### src/rtl/dram_ptest_pkg.sv
package dram_ptest_pkg;
  localparam int unsigned GRP_N = 8;
  typedef enum logic [1:0] {
    CYC_NONE  = 2'd0,
    CYC_ENTRY = 2'd1,
    CYC_CBR   = 2'd2,
    CYC_ROW   = 2'd3
  } cyc_kind_e;
endpackage

### src/rtl/dram_ptest_strobe_dec.sv
module dram_ptest_strobe_dec
  import dram_ptest_pkg::*;
#(
  parameter int unsigned WE_SETUP_CYC = 2,
  parameter int unsigned WE_HOLD_CYC  = 3
) (
  input  logic clk_i,
  input  logic rst_ni,
  input  logic ras_n_i,
  input  logic cas_n_i,
  input  logic we_n_i,
  output logic ras_fall_o,
  output logic cas_acc_o,
  output logic test_active_o
);
  localparam int unsigned SU_W = $clog2(WE_SETUP_CYC + 1);
  localparam int unsigned HD_W = $clog2(WE_HOLD_CYC + 1);

  logic            ras_q, cas_q;
  logic [SU_W-1:0] we_cnt_q;
  logic [HD_W-1:0] hold_cnt_q;
  logic            pend_q, active_q, cas_seen_q;
  cyc_kind_e       kind_q, kind_d;
  logic            ras_rise;

  assign ras_fall_o = ras_q & ~ras_n_i;
  assign ras_rise   = ~ras_q & ras_n_i;
  assign cas_acc_o  = cas_q & ~cas_n_i & ~ras_n_i & ~ras_q;

  always_comb begin
    kind_d = CYC_NONE;
    if (ras_fall_o) begin
      if (cas_n_i) kind_d = CYC_ROW;
      else if (!we_n_i && int'(we_cnt_q) >= int'(WE_SETUP_CYC)) kind_d = CYC_ENTRY;
      else kind_d = CYC_CBR;
    end
  end

  always_ff @(posedge clk_i or negedge rst_ni) begin
    if (!rst_ni) begin
      ras_q <= 1'b1;
      cas_q <= 1'b1;
    end else begin
      ras_q <= ras_n_i;
      cas_q <= cas_n_i;
    end
  end

  always_ff @(posedge clk_i or negedge rst_ni) begin
    if (!rst_ni) we_cnt_q <= '0;
    else if (we_n_i) we_cnt_q <= '0;
    else if (int'(we_cnt_q) < int'(WE_SETUP_CYC)) we_cnt_q <= we_cnt_q + 1'b1;
  end

  always_ff @(posedge clk_i or negedge rst_ni) begin
    if (!rst_ni) begin
      pend_q     <= 1'b0;
      active_q   <= 1'b0;
      hold_cnt_q <= '0;
      kind_q     <= CYC_NONE;
      cas_seen_q <= 1'b0;
    end else begin
      if (ras_fall_o) begin
        kind_q     <= kind_d;
        cas_seen_q <= 1'b0;
        if (kind_d == CYC_ENTRY) begin
          pend_q     <= 1'b1;
          hold_cnt_q <= '0;
        end else if (kind_d == CYC_CBR) begin
          active_q <= 1'b0;
        end
      end else if (pend_q) begin
        if (we_n_i || ras_n_i) begin
          pend_q   <= 1'b0;
          active_q <= 1'b0;
        end else if (int'(hold_cnt_q) + 1 >= int'(WE_HOLD_CYC)) begin
          pend_q   <= 1'b0;
          active_q <= 1'b1;
        end else begin
          hold_cnt_q <= hold_cnt_q + 1'b1;
        end
      end
      if (cas_acc_o) cas_seen_q <= 1'b1;
      if (ras_rise) begin
        kind_q <= CYC_NONE;
        // row cycle with no column strobe acts as exit refresh
        if (kind_q == CYC_ROW && !cas_seen_q) active_q <= 1'b0;
      end
    end
  end

  assign test_active_o = active_q;


  entry_we_low_chk: assert property (@(posedge clk_i) disable iff (!rst_ni)
    $rose(active_q) |-> $past(!we_n_i));

  entry_ras_low_chk: assert property (@(posedge clk_i) disable iff (!rst_ni)
    $rose(active_q) |-> $past(!ras_n_i));
endmodule

### src/rtl/dram_ptest_store.sv
module dram_ptest_store
  import dram_ptest_pkg::*;
#(
  parameter int unsigned ADDR_W   = 11,
  parameter int unsigned ROW_BITS = 2,
  parameter int unsigned COL_LO   = 4
) (
  input  logic              clk_i,
  input  logic              rst_ni,
  input  logic [ADDR_W-1:0] addr_i,
  input  logic              row_ld_i,
  input  logic              col_ld_i,
  input  logic              wr_en_i,
  input  logic              wr_all_i,
  input  logic              din_i,
  output logic              rd_bit_o,
  output logic              grp_eq_o
);
  localparam int unsigned IDX_W = ROW_BITS + 1 + COL_LO;
  localparam int unsigned DEPTH = 1 << IDX_W;

  logic [DEPTH-1:0]    mem_q;
  logic [ROW_BITS-1:0] row_q;
  logic [ADDR_W-1:0]   col_q;
  logic [GRP_N-1:0]    grp;

  function automatic logic [IDX_W-1:0] loc(input logic [ROW_BITS-1:0] r,
                                           input logic [ADDR_W-1:0] c);
    return {r, c[ADDR_W-1], c[COL_LO-1:0]};
  endfunction

  // member g of the group: g[2] -> CA10, g[1:0] -> CA1:CA0
  function automatic logic [IDX_W-1:0] mbr(input logic [ROW_BITS-1:0] r,
                                           input logic [ADDR_W-1:0] c,
                                           input logic [2:0] g);
    return {r, g[2], c[COL_LO-1:2], g[1:0]};
  endfunction

  always_ff @(posedge clk_i or negedge rst_ni) begin
    if (!rst_ni) begin
      row_q <= '0;
      col_q <= '0;
    end else begin
      if (row_ld_i) row_q <= addr_i[ROW_BITS-1:0];
      if (col_ld_i) col_q <= addr_i;
    end
  end

  always_ff @(posedge clk_i or negedge rst_ni) begin
    if (!rst_ni) mem_q <= '0;
    else if (wr_en_i) begin
      if (wr_all_i) begin
        for (int g = 0; g < int'(GRP_N); g++) mem_q[mbr(row_q, addr_i, 3'(g))] <= din_i;
      end else begin
        mem_q[loc(row_q, addr_i)] <= din_i;
      end
    end
  end

  for (genvar g = 0; g < int'(GRP_N); g++) begin : g_grp
    assign grp[g] = mem_q[mbr(row_q, col_q, 3'(g))];
  end

  assign rd_bit_o = mem_q[loc(row_q, col_q)];
  assign grp_eq_o = (&grp) | ~(|grp);
endmodule

### src/rtl/dram_ptest_rd_pipe.sv
module dram_ptest_rd_pipe #(
  parameter int unsigned NORM_LAT   = 3,
  parameter int unsigned TEST_EXTRA = 1
) (
  input  logic clk_i,
  input  logic rst_ni,
  input  logic cas_n_i,
  input  logic start_i,
  input  logic test_i,
  input  logic rd_bit_i,
  input  logic grp_eq_i,
  output logic dq_o,
  output logic dq_oe_o
);
  // NORM_LAT must be at least 2
  localparam int unsigned MAX_LAT = NORM_LAT + TEST_EXTRA;
  localparam int unsigned CNT_W   = $clog2(MAX_LAT + 1);

  logic [CNT_W-1:0] cnt_q;
  logic             mode_q, dq_q, oe_q;

  always_ff @(posedge clk_i or negedge rst_ni) begin
    if (!rst_ni) begin
      cnt_q  <= '0;
      mode_q <= 1'b0;
      dq_q   <= 1'b0;
      oe_q   <= 1'b0;
    end else if (start_i) begin
      cnt_q  <= test_i ? CNT_W'(MAX_LAT) : CNT_W'(NORM_LAT);
      mode_q <= test_i;
      oe_q   <= 1'b0;
    end else if (cas_n_i) begin
      cnt_q <= '0;
      oe_q  <= 1'b0;
    end else if (cnt_q == CNT_W'(1)) begin
      cnt_q <= '0;
      oe_q  <= 1'b1;
      dq_q  <= mode_q ? grp_eq_i : rd_bit_i;
    end else if (cnt_q != '0) begin
      cnt_q <= cnt_q - 1'b1;
    end
  end

  assign dq_o    = dq_q;
  assign dq_oe_o = oe_q;


  oe_needs_cas_chk: assert property (@(posedge clk_i) disable iff (!rst_ni)
    oe_q |-> $past(!cas_n_i));

  oe_latency_chk: assert property (@(posedge clk_i) disable iff (!rst_ni)
    $rose(oe_q) |-> ($past(!cas_n_i) && $past(!cas_n_i, 2)));

  dq_hold_chk: assert property (@(posedge clk_i) disable iff (!rst_ni)
    (oe_q && $past(oe_q)) |-> $stable(dq_q));
endmodule

### src/rtl/dram_ptest_top.sv
module dram_ptest_top #(
  parameter int unsigned ADDR_W       = 11,
  parameter int unsigned ROW_BITS     = 2,
  parameter int unsigned COL_LO       = 4,
  parameter int unsigned WE_SETUP_CYC = 2,
  parameter int unsigned WE_HOLD_CYC  = 3,
  parameter int unsigned NORM_LAT     = 3,
  parameter int unsigned TEST_EXTRA   = 1
) (
  input  logic              clk_i,
  input  logic              rst_ni,
  input  logic              ras_n_i,
  input  logic              cas_n_i,
  input  logic              we_n_i,
  input  logic [ADDR_W-1:0] addr_i,
  input  logic              din_i,
  output logic              dq_o,
  output logic              dq_oe_o,
  output logic              test_active_o
);
  logic ras_fall, cas_acc, active, rd_bit, grp_eq;

  dram_ptest_strobe_dec #(
    .WE_SETUP_CYC(WE_SETUP_CYC),
    .WE_HOLD_CYC (WE_HOLD_CYC)
  ) i_dec (
    .clk_i        (clk_i),
    .rst_ni       (rst_ni),
    .ras_n_i      (ras_n_i),
    .cas_n_i      (cas_n_i),
    .we_n_i       (we_n_i),
    .ras_fall_o   (ras_fall),
    .cas_acc_o    (cas_acc),
    .test_active_o(active)
  );

  dram_ptest_store #(
    .ADDR_W  (ADDR_W),
    .ROW_BITS(ROW_BITS),
    .COL_LO  (COL_LO)
  ) i_store (
    .clk_i   (clk_i),
    .rst_ni  (rst_ni),
    .addr_i  (addr_i),
    .row_ld_i(ras_fall),
    .col_ld_i(cas_acc),
    .wr_en_i (cas_acc & ~we_n_i),
    .wr_all_i(active),
    .din_i   (din_i),
    .rd_bit_o(rd_bit),
    .grp_eq_o(grp_eq)
  );

  dram_ptest_rd_pipe #(
    .NORM_LAT  (NORM_LAT),
    .TEST_EXTRA(TEST_EXTRA)
  ) i_rd (
    .clk_i   (clk_i),
    .rst_ni  (rst_ni),
    .cas_n_i (cas_n_i),
    .start_i (cas_acc & we_n_i),
    .test_i  (active),
    .rd_bit_i(rd_bit),
    .grp_eq_i(grp_eq),
    .dq_o    (dq_o),
    .dq_oe_o (dq_oe_o)
  );

  assign test_active_o = active;
endmodule

### config.mk
export PLATFORM = sky130hd
export DESIGN_NAME = dram_ptest_top
export DESIGN_NICKNAME = d
export VERILOG_FILES = /design/src/rtl/dram_ptest_pkg.sv /design/src/rtl/dram_ptest_strobe_dec.sv /design/src/rtl/dram_ptest_store.sv /design/src/rtl/dram_ptest_rd_pipe.sv /design/src/rtl/dram_ptest_top.sv
export SDC_FILE = /design/constraint.sdc
export NUM_CORES = 1
export LEC_CHECK = 0
export ABC_AREA = 1
export ABC_CLOCK_PERIOD_IN_PS = 1670
export BUFFER_PORTS_ARGS = -buffer_cell sky130_fd_sc_hd__buf_2
export CAP_MARGIN = 0
export CORE_MARGIN = 2
export CORE_UTILIZATION = 45
export DETAILED_ROUTE_END_ITERATION = 10
export GPL_TIMING_DRIVEN = 1
export PLACE_DENSITY = 0.59
export SKIP_LAST_GASP = 1
export SLEW_MARGIN = 10
export SYNTH_ARGS = -nofsm -noshare
export SYNTH_HDL_FRONTEND = slang
export SYNTH_HIERARCHICAL = 1
export SYNTH_SLANG_ARGS = --single-unit
export TNS_END_PERCENT = 10
### constraint.sdc
create_clock -name clk_i -period 1.67 [get_ports clk_i]
set_input_delay 0.167 -clock clk_i [delete_from_list [all_inputs] [get_ports clk_i]]
set_output_delay 0.167 -clock clk_i [all_outputs]
set_load 0.01 [all_outputs]
==> impl_metrics.json <==
{
  "status": "finished, violations left",
  "violations": "negative setup slack",
  "syn_area_per_cell_um2": 6.52,
  "async_flop_share": 1.00,
  "drv_cap": 0,
  "cts_tree": "built",
  "die_w_um": 154,
  "worst_pin_slew_ns": 0.657,
  "wl_mm": 35.0,
  "crit_start": "i_store/col_q[2]",
  "syn_area_um2": 10200,
  "antenna_found_initial": 0,
  "grtUsageTotal": 0.303,
  "hold_path_startpoint": "we_n_i",
  "synth_seq_cells": 152,
  "worstSetupPathType": "flip-flop to flip-flop",
  "power.internal_mw": 7.48,
  "crit_buf_inv": 3,
  "clockBufferDepth": 2,
  "cp_max_fo": 26,
  "ys_seq_area_frac": 0.375,
  "grt_overflow": 0,
  "dp.cells": 1892,
  "timing.final.crit_share": 1.19,
  "viasPerCell": 5.53,
  "r2r-start": "i_store/col_q[2]",
  "layout-drive-gt1-share": 0.169,
  "cp_common_cell": "nand2_1",
  "rsz0062_at_grt": "true",
  "area_growth_pct": 22.4,
  "fin_cells": 1932,
  "switching_share": 0.363,
  "portBuffers": 13,
  "die_area_um2": 23800,
  "final.min_clock_period_ns": 1.99,
  "drv_slew": 0,
  "drtIter0Drc": 904,
  "worstPathRequired_ns": 2.03,
  "cp.arrival_ns": 2.35,
  "synth_area_leaders": "dfrtp_1, nor2_1, nand2_1, a21oi_1, nand3_1",
  "grt_pass1_wl_mm": 56.7,
  "syn_nets": 1583,
  "antenna_cells": 0,
  "maxSlewHeadroom": 0.559,
  "cp_top_family": "simple AND/OR/NAND/NOR gates",
  "first_global_vias": 10200,
  "htreeDepth": 4,
  "wl_per_cell_um": 18.1,
  "place_congestion": 0.982,
  "setup_viol": 118,
  "comb_power_share": 0.315,
  "synth_edf_count": 0,
  "ys_warn_count": 6,
  "yosysTopAreaCell": "dfrtp_1",
  "ir_drop_mv": 0.734,
  "drc": 0,
  "cts_made_buffers": 17,
  "hold_class": "input pin to flip-flop",
  "clk_latency_ns": 0.43,
  "multi_input_area_um2": 5740,
  "power_switching_mw": 4.27,
  "nets": 1663,
  "end_kind": "flip-flop",
  "max_freq_ghz": 0.502,
  "fp.dieH_um": 154,
  "rows": 54,
  "path_clk_slew_ns": 0.07,
  "ys_types": 31,
  "drtAntennaViolNets": 0,
  "io-pin-count": 20,
  "cts.sinks": 152,
  "core_um2": 22000,
  "syn_inst": 1559,
  "vias": 10700,
  "synthFlopType": "dfrtp_1",
  "p_leak_nw": 5.78,
  "critical_path.cell_chain": "inv_2, buf_12, o21ai_0, nand2_1, nand2_1, nand2_1, nor2_1, nand2_1, nor2_1, nand2_1, nand2_1, inv_1, nand2_1, o21ai_0, a21oi_1",
  "fill_cells": 2149,
  "p_seq_frac": 0.343,
  "power_frac_clock": 0.342,
  "initial_core_util": 0.463,
  "yosys.area.top_type_share": 0.370,
  "cpMaxStageDelayCell": "dfrtp_2",
  "grt_start_max_net_pins": 61,
  "setup_ws_ns": -0.321,
  "power_density_nw_per_um2": 945,
  "first_pass_iters": 5,
  "hold_viol": 0,
  "slowest_delay_ns": 0.43,
  "utilization": 0.566,
  "seq_area_um2": 3820,
  "fin_worst_skew_ns": 0.0106,
  "critPathLaunchType": "flip-flop",
  "clockRootBuffer": "clkbuf_16",
  "dp_hpwl_mm": 24.2
}
-- state kept, by name, indices dropped and copies added, names as in the netlist, 2 cells and up --
signal / flops
i_rd/cnt_q: 3
i_dec/hold_cnt_q: 2
i_store/row_q: 2
i_dec/we_cnt_q: 2
i_dec/kind_q: 2
i_store/mem_q: 128
i_store/col_q: 5
-- Yosys cell counts (8+ instances only) --
library cell / number
a21oi_1: 232
buf_2: 28
buf_4: 14
buf_6: 8
clkbuf_1: 40
dfrtp_1: 150
inv_1: 80
inv_2: 17
mux2i_1: 16
nand2_1: 318
nand3_1: 124
nor2_1: 366
nor2_2: 19
nor3_1: 8
o21ai_0: 78
o21ai_1: 27
-- path summary, 6_finish.rpt --
kind	endpoint	slack, ns	depth (start not counted)
worst min-delay path	i_dec/we_cnt_q[1]	0.009	2
worst max-delay path	i_rd/dq_o	-0.32	15
max in group asynchronous	i_store/col_q[2]	0.89	3
worst min register to register	i_dec/pend_q	0.49	2
worst max register to register	i_rd/dq_o	-0.32	15
min in group asynchronous	i_store/mem_q[6]	0.12	2
-- per-layer routing --
| layer | track usage | share of wire | up-vias |
|---|---|---|---|
| met5 | 0 | 0 | - |
| met1 | 0.427 | 0.45 | 4990 |
| met3 | 0.0457 | 0.068 | 59 |
| li1 | - | - | 5209 |
| met4 | 0.0984 | 0.026 | 0 |
| met2 | 0.481 | 0.45 | 419 |
-- power by group through the flow --
| stage | logic [mW] | registers, mW | clock network, mW |
|---|---|---|---|
| after detailed placement | 3.58 | 4.09 | 0 |
| after CTS | 3.64 | 4.02 | 4.06 |
| after global routing | 4.07 | 4.05 | 4.22 |
| after floorplan | 2.26 | 4.03 | 0 |
| after global placement | 3.57 | 4.08 | 0 |
| final | 3.70 | 4.03 | 4.01 |
-- placed cells by master (no fill, tap or decap), types with 17 or more instances in the layout --
cell / instances
clkbuf_16: 17
buf_12: 30
inv_2: 18
nand2_1: 315
o21ai_1: 31
o21ai_0: 73
inv_1: 72
nand3_1: 123
a21oi_1: 231
nor2_4: 34
nor2_1: 342
dfrtp_1: 144
buf_4: 97
-- cell type report --
cell class / instances / share of cell area
Clock buffer: 17 / 0.0342
Clock inverter: 15 / 0.0134
Inverter: 98 / 0.0322
Multi-Input combinational cell: 1217 / 0.461
Sequential cell: 152 / 0.307
Tap cell: 280 / 0.0282
Timing Repair Buffer: 153 / 0.124
-- kinds of logic (layout without fill, tap and decap cells) --
family,after synthesis,in the layout,share of synthesized area
multiplexers,16,16,0.0158
AO/OA/AOI/OAI,345,345,0.172
AND/OR/NAND/NOR,849,849,0.344
adder cells (fa/ha/maj),7,7,0.00862
buffers and inverters,190,283,0.0849
flip-flops,152,152,0.375
-- stage by stage --
stage | power [mW] | setup TNS [ns] | area (um2) | setup slack, ns | hold WS (ns)
after floorplan | 6.29 | -0.0456 | 10200 | -0.0456 | -0.129
after global placement | 7.66 | -18.32 | 11400 | -0.320 | -0.000762
after detailed placement | 7.67 | -21.72 | 11400 | -0.314 | -0.00111
after CTS | 11.7 | -15.24 | 12300 | -0.275 | 0.00628
after global routing | 12.3 | -25.17 | 12400 | -0.493 | 0.0249
final | 11.7 | -10.78 | 12400 | -0.321 | 0.00891
-- timing repair --
action                     in CTS  in global routing
hold buffers                    3                  0
resized for setup              56                 43
hold endpoints to repair      152                  0
setup endpoints to repair     129                130
cloned                          1                  0
buffers inserted                3                  1
pin swaps                      11                  4
(Power assumes the default switching activity.)
